==> src/rtl/sclk_div_pkg.sv <==
package sclk_div_pkg;

   typedef enum logic [2:0] {
      ST_IDLE,
      ST_TGT,
      ST_FLT,
      ST_SRCH,
      ST_SPD
   } srch_st_e;

   // Code layout: [5] coarse bit 2, [4:2] fine index, [1:0] coarse bits 1:0
   function automatic logic [7:0] pack_code(input logic [2:0] ga, input logic [2:0] gb);
      return {2'b00, ga[2], gb, ga[1:0]};
   endfunction

endpackage

==> src/rtl/sclk_seq_div.sv <==
module sclk_seq_div #(
   parameter int W = 32,
   localparam int CW = $clog2(W + 1)
) (
   input  logic         clk,
   input  logic         rst_n,
   input  logic         go,
   input  logic [W-1:0] num,
   input  logic [W-1:0] den,
   output logic [W-1:0] quo,
   output logic         fin
);

   logic [W-1:0]  rem_q;
   logic [W-1:0]  quo_q;
   logic [CW-1:0] cnt_q;
   logic          run_q;
   logic [W:0]    shifted;
   logic [W:0]    diff;
   logic          ge;

   always_comb begin
      shifted = {rem_q, quo_q[W-1]};
      ge      = shifted >= {1'b0, den};
      diff    = shifted - {1'b0, den};
   end

   always_ff @(posedge clk or negedge rst_n) begin
      if (!rst_n) begin
         rem_q <= '0;
         quo_q <= '0;
         cnt_q <= '0;
         run_q <= 1'b0;
         fin   <= 1'b0;
      end else begin
         fin <= 1'b0;
         if (run_q) begin
            quo_q <= {quo_q[W-2:0], ge};
            rem_q <= ge ? diff[W-1:0] : shifted[W-1:0];
            cnt_q <= cnt_q - 1'b1;
            if (cnt_q == CW'(1)) begin
               run_q <= 1'b0;
               fin   <= 1'b1;
            end
         end else if (go) begin
            quo_q <= num;
            rem_q <= '0;
            cnt_q <= CW'(W);
            run_q <= 1'b1;
         end
      end
   end

   assign quo = quo_q;

endmodule

==> src/rtl/sclk_cand_gen.sv <==
module sclk_cand_gen #(
   parameter int W       = 32,
   parameter int AW      = 5,
   parameter int GBW     = 3,
   parameter int FLT_W   = 8,
   parameter int B_SHIFT = 4
) (
   input  logic [AW-1:0]    a_val,
   input  logic [GBW-1:0]   gb,
   input  logic [FLT_W-1:0] filt,
   output logic [W-1:0]     cdiv
);

   logic [7:0]   sh;
   logic [W-1:0] f3;
   logic [W-1:0] corr;
   logic [W-1:0] base;

   always_comb begin
      sh   = 8'(B_SHIFT) + 8'(gb);
      f3   = W'(filt) * W'(3);
      corr = f3 >> sh;
      base = W'(a_val) + (corr << 1);
      cdiv = base << sh;
   end

endmodule

==> src/rtl/sclk_div_search.sv <==
module sclk_div_search
   import sclk_div_pkg::*;
#(
   parameter int         CLK_W     = 32,
   parameter int         TGT_W     = 16,
   parameter int         FLT_W     = 8,
   parameter int         A_FIRST   = 10,
   parameter int         A_LAST    = 30,
   parameter int         A_STEP    = 2,
   parameter int         GA_FIRST  = 4,
   parameter int         GB_CNT    = 8,
   parameter int         B_SHIFT   = 4,
   parameter int         FLT_RATIO = 20_000_000,
   parameter logic [7:0] DEF_CODE  = 8'h31
) (
   input  logic             clk,
   input  logic             rst_n,
   input  logic             start,
   input  logic [CLK_W-1:0] src_hz,
   input  logic [CLK_W-1:0] bus_hz,
   output logic             done,
   output logic [7:0]       fd_code,
   output logic [FLT_W-1:0] filt_val,
   output logic [CLK_W-1:0] div_sel,
   output logic [CLK_W-1:0] bus_rate
);

   localparam int AW  = $clog2(A_LAST + 1);
   localparam int GBW = $clog2(GB_CNT);

   // Elaboration checks
   if (A_LAST < A_FIRST)           begin : g_chk_a    $error("A_LAST below A_FIRST"); end
   if ((A_LAST - A_FIRST) % A_STEP != 0) begin : g_chk_step $error("A range not a step multiple"); end
   if (GB_CNT < 2 || GB_CNT > 8 || (1 << GBW) != GB_CNT) begin : g_chk_gb $error("GB_CNT must be 2, 4 or 8"); end
   if (FLT_W > CLK_W || TGT_W > CLK_W) begin : g_chk_w  $error("result widths exceed CLK_W"); end

   srch_st_e         st_q;
   logic [CLK_W-1:0] src_q;
   logic [CLK_W-1:0] div_den;
   logic             div_go;
   logic [CLK_W-1:0] quo;
   logic             fin;
   logic [TGT_W-1:0] tgt_q;
   logic [FLT_W-1:0] filt_q;
   logic [CLK_W-1:0] best_q;
   logic [7:0]       code_q;
   logic [AW-1:0]    a_q;
   logic [2:0]       ga_q;
   logic [GBW-1:0]   gb_q;
   logic [CLK_W-1:0] cdiv;
   logic             take;
   logic [TGT_W-1:0] tgt_sat;
   logic [FLT_W-1:0] filt_sat;

   sclk_seq_div #(.W(CLK_W)) u_div (
      .clk  (clk),
      .rst_n(rst_n),
      .go   (div_go),
      .num  (src_q),
      .den  (div_den),
      .quo  (quo),
      .fin  (fin)
   );

   sclk_cand_gen #(
      .W      (CLK_W),
      .AW     (AW),
      .GBW    (GBW),
      .FLT_W  (FLT_W),
      .B_SHIFT(B_SHIFT)
   ) u_cand (
      .a_val(a_q),
      .gb   (gb_q),
      .filt (filt_q),
      .cdiv (cdiv)
   );

   // Saturating narrowing of quotients
   if (TGT_W < CLK_W) begin : g_tgt_sat
      assign tgt_sat = (|quo[CLK_W-1:TGT_W]) ? '1 : quo[TGT_W-1:0];
   end else begin : g_tgt_pass
      assign tgt_sat = quo;
   end

   if (FLT_W < CLK_W) begin : g_flt_sat
      assign filt_sat = (|quo[CLK_W-1:FLT_W]) ? '1 : quo[FLT_W-1:0];
   end else begin : g_flt_pass
      assign filt_sat = quo;
   end

   assign take = (cdiv > CLK_W'(tgt_q)) && (cdiv < best_q);

   always_ff @(posedge clk or negedge rst_n) begin
      if (!rst_n) begin
         st_q     <= ST_IDLE;
         src_q    <= '0;
         div_den  <= '0;
         div_go   <= 1'b0;
         tgt_q    <= '0;
         filt_q   <= '0;
         best_q   <= '0;
         code_q   <= '0;
         a_q      <= '0;
         ga_q     <= '0;
         gb_q     <= '0;
         done     <= 1'b0;
         fd_code  <= '0;
         filt_val <= '0;
         div_sel  <= '0;
         bus_rate <= '0;
      end else begin
         div_go <= 1'b0;
         done   <= 1'b0;
         unique case (st_q)
            ST_IDLE: begin
               if (start) begin
                  src_q   <= src_hz;
                  div_den <= bus_hz;
                  div_go  <= 1'b1;
                  st_q    <= ST_TGT;
               end
            end
            ST_TGT: begin
               if (fin) begin
                  tgt_q   <= tgt_sat;
                  div_den <= CLK_W'(FLT_RATIO);
                  div_go  <= 1'b1;
                  st_q    <= ST_FLT;
               end
            end
            ST_FLT: begin
               if (fin) begin
                  filt_q <= filt_sat;
                  best_q <= '1;
                  code_q <= DEF_CODE;
                  a_q    <= AW'(A_FIRST);
                  ga_q   <= 3'(GA_FIRST);
                  gb_q   <= '0;
                  st_q   <= ST_SRCH;
               end
            end
            ST_SRCH: begin
               if (take) begin
                  best_q <= cdiv;
                  code_q <= pack_code(ga_q, 3'(gb_q));
               end
               if (gb_q == GBW'(GB_CNT - 1)) begin
                  gb_q <= '0;
                  if (a_q == AW'(A_LAST)) begin
                     div_den <= take ? cdiv : best_q;
                     div_go  <= 1'b1;
                     st_q    <= ST_SPD;
                  end else begin
                     a_q  <= a_q + AW'(A_STEP);
                     ga_q <= ga_q + 3'd1;
                  end
               end else begin
                  gb_q <= gb_q + 1'b1;
               end
            end
            ST_SPD: begin
               if (fin) begin
                  fd_code  <= code_q;
                  filt_val <= filt_q;
                  div_sel  <= best_q;
                  bus_rate <= quo;
                  done     <= 1'b1;
                  st_q     <= ST_IDLE;
               end
            end
            default: st_q <= ST_IDLE;
         endcase
      end
   end

endmodule

==> config.mk <==
export PLATFORM = sky130hd
export DESIGN_NAME = sclk_div_search
export DESIGN_NICKNAME = d
export VERILOG_FILES = /design/src/rtl/sclk_div_pkg.sv /design/src/rtl/sclk_seq_div.sv /design/src/rtl/sclk_cand_gen.sv /design/src/rtl/sclk_div_search.sv
export SDC_FILE = /design/constraint.sdc
export NUM_CORES = 1
export LEC_CHECK = 0
export ABC_CLOCK_PERIOD_IN_PS = 17600
export BUFFER_PORTS_ARGS = -buffer_cell sky130_fd_sc_hd__clkbuf_2
export CORE_ASPECT_RATIO = 1.5
export CORE_MARGIN = 3
export CORE_UTILIZATION = 47
export CTS_CLUSTER_SIZE = 40
export DETAILED_ROUTE_END_ITERATION = 10
export PLACE_DENSITY = 0.66
export RECOVER_POWER = 25
export SLEW_MARGIN = 10
export SYNTH_ARGS = -nofsm -noshare
export SYNTH_HDL_FRONTEND = slang
export SYNTH_SLANG_ARGS = --single-unit
==> constraint.sdc <==
create_clock -name clk -period 17.6 [get_ports clk]
set_input_delay 0 -clock clk [delete_from_list [all_inputs] [get_ports clk]]
set_output_delay 0 -clock clk [all_outputs]
set_load 0.1 [all_outputs]
==> out/metrics.cfg <==
[status]
outcome = finished, violations left
failed_checks = capacitance limit, slew limit

[drt]
detail_route.first_pass.iterations = 5
initialDrtViolationCount = 588
drc_errors = 0
wire_per_inst_um = 19.6
vias = 12600
postRouteAntennaNets = 0
post_drt_via_cell_ratio = 5.74
finalWirelength_mm = 43.0

[synth]
synthTopCellsByArea = dfrtp_1, mux2_2, ha_1
synth_top_cell_area_share = 0.465
synth.cell_area_mm2 = 0.0157
synth_area_leader_cell = dfrtp_1
muxShareOfSynthArea = 0.120
synth_edf_count = 0
synth_compound_gate_area_share = 0.163
syn-instance-count = 1560
syn_avg_cell_area_um2 = 10.0
combinational_family_with_the_most_area_after_synthesis = compound AO/OA/AOI/OAI gates
yosys_warnings = 0
post_synth_and_or_nand_nor_area_fraction = 0.114
synth_xor_xnor_area_share = 0.0173
postSynthRegisterBits = 291
yosys.area_share.adder = 0.0711
seq_area_frac_synth = 0.465
synth-main-ff-cell = dfrtp_1
synth_cell_type_count = 68
async_reset_ff_frac = 1.00

[global_route]
groute.usage.overall = 0.238
global_route.overflow_total = 0
grt_antenna_before_repair = 2
maximum_number_of_pins_on_one_net_before_global_route_repair = 92
number_of_global_route_vias_before_repair = 12600
grt_pass1_wl_mm = 68.3

[worst_setup_path]
critPathBufInv = 2
worst_ep_arrival_time_ns = 7.56
required_ns = 18.06
worst-path-max-fanout = 27
worst_setup_path_end_kind = flip-flop
critPathLaunchType = flip-flop
slowest_stage_cell_on_the_critical_path = o31ai_1
critical_path_class = reg -> reg
critical_path.top_delay_family = compound AO/OA/AOI/OAI gates
worst_path_largest_cell_delay_ns = 0.62

[clock_network]
worstSkewPairLatency_ns = 0.58
post-cts-setup-buffer-count = 0
cts_buffer_depth = 3
clk_transition_reported_paths_ns = 0.06
clock_tree_from_tritoncts = done
clockRootBuffer = clkbuf_16
h-tree-depth = 1
cts_inserted_buffers = 29
cts.sinks = 291
cts.hold.buffers_added = 66
cts_repair_resize_count = 0

[pwr]
irDropWorstVdd_mv = 0.101
power.leakage_uw = 0.00863
powerDensity_mw_per_mm2 = 178

[floorplan]
floorplan.die.width_um = 155
die_area_mm2 = 0.0356
chipHeight_um = 230
ios = 148
rows = 81
initial_utilization = 0.479
placeableCoreArea_mm2 = 0.0327

[sta]
layout_setup_ws_ns = 10.51
rsz_0062_raised_after_global_routing = no
final_min_period_over_clock_period = 0.403
relSlewSlack = -2.30
final.setup_skew_ns = 0.0177
fin_setup_tns_ns = 0
fmax_mhz = 141
worst_slew_pin_slew_ns = 4.95
hold-worst-slack_ns = 0.190
hold_violations = 0
slew_viol_final = 92
post-route-min-period_ns = 7.09
setup-violations-final = 0

[place]
place.gp.congestion = 0.906
io_buffers = 145
worst_slack_placed_ns = 10.55
post-dp-hpwl_mm = 30.0

[flow_run]
maxCapViolCount = 1

[layout]
final_layout_size_suffix_gt1_frac = 0.150
syn_to_final_growth_pct = 17.0
design.final.nets = 1904

[worst_hold_path]
holdCritPathClass = in -> reg

[cell families (layout without fill, tap and decap cells)]
| kind of cell | Yosys count | count (layout) |
|---|---|---|
| muxes | 173 | 173 |
| and+or+nand+nor | 376 | 376 |
| adders and majority gates | 88 | 88 |
| AOI/OAI and AO/OA | 401 | 401 |
| xor gates and xnor gates | 31 | 31 |
| buffers and inverters | 198 | 395 |
| other | 2 | 18 |
| DFF | 291 | 291 |
[stage by stage]
step	instances	util	instance area, um^2	total power (uW)
finish	2188	0.560	18300	3270
global route	2188	0.560	18300	3530
CTS	2187	0.563	18400	3270
detailed placement	2068	0.513	16800	2610
global placement	2068	0.513	16800	2570
floorplan	1575	-	15700	2200
[synth_stat cells (9+ instances only)]
library cell    n
xor2_1         15
nand2b_1       12
o21ai_0       127
a31oi_1        20
inv_1         113
a21oi_1        87
or3_1          17
o311ai_0       19
o31ai_1        14
ha_1           85
o22ai_1        12
a32oi_1        18
nand3_1        55
mux2_2        116
clkbuf_1       66
nor3_1         15
a21o_1         26
nand2_1       110
xnor2_1        16
dfrtp_1       291
nor2_1         89
a211oi_1        9
mux2i_1        57
and3_1         32
nor4_1         12
[power by group]
group	switching (uW)	internal [uW]	total, uW
combinational	906	643	1550
clock	273	369	641
sequential	198	881	1080
total	1380	1890	3270
[cells in the final DEF (no fill, tap or decap), drive strengths merged, types with 16 or more instances in the layout]
cell type      n
a21o          26
a21oi         87
a31oi         20
a32oi         18
and3          32
buf           18
clkbuf       188
conb          17
dfrtp        291
dlygate4sd3   66
ha            85
inv          114
mux2         116
mux2i         57
nand2        110
nand3         55
nor2          89
o21ai        130
o311ai        20
or3           17
xnor2         16
[sequential cells by signal, indices dropped and copies added, names as in the netlist, 16 cells and up]
signal,flops
bus_rate,32
div_den,32
tgt_q,16
src_q,32
div_sel,32
best_q,32
u_div.rem_q,32
u_div.quo,32
[worst reg2reg max path, delay by kind of cell (launching register included)]
family / cells / cell delay (ns)
AO/OA/AOI/OAI: 15 / 3.90
AND/OR/NAND/NOR: 3 / 0.76
XOR/XNOR: 1 / 0.16
adder cells (fa/ha/maj): 4 / 1.32
buffers and inverters: 2 / 0.43
flip-flops: 1 / 0.41
[cell type report]
cell class,count,area (um^2)
flip-flops and latches,291,7290
diodes,1,2.50
fillers,2915,14400
repair buffers,229,1430
inverters,113,424
multi-input cells,1086,7700
clock inverters,10,129
well taps,415,519
clock buffers,43,858
[metal layers]
metal / global-route usage / vias to the layer above / wire (um) / part of all wire
met5: 0 / - / 0 / 0
met4: 0.0983 / 0 / 1760 / 0.041
met3: 0.0228 / 86 / 1620 / 0.038
met2: 0.430 / 307 / 22500 / 0.52
met1: 0.289 / 6170 / 17100 / 0.40
li1: - / 5988 / - / -
[final timing paths]
check / end / cells after the start / slack (ns) / startpoint
min in group asynchronous: u_div.rem_q[26]$_DFFE_PN0P_ / 2 / 1.77 / rst_n
max in group asynchronous: div_go$_DFF_PN0_ / 4 / 12.11 / rst_n
setup reg to reg: best_q[15]$_DFFE_PN0P_ / 25 / 10.51 / filt_q[3]$_DFFE_PN0P_
hold / removal: src_q[2]$_DFFE_PN0P_ / 3 / 0.19 / src_hz[2]
hold reg to reg: u_div.cnt_q[5]$_DFFE_PN0P_ / 1 / 0.48 / u_div.cnt_q[5]$_DFFE_PN0P_
setup / recovery: best_q[15]$_DFFE_PN0P_ / 25 / 10.51 / filt_q[3]$_DFFE_PN0P_
(Power assumes the default switching activity.)
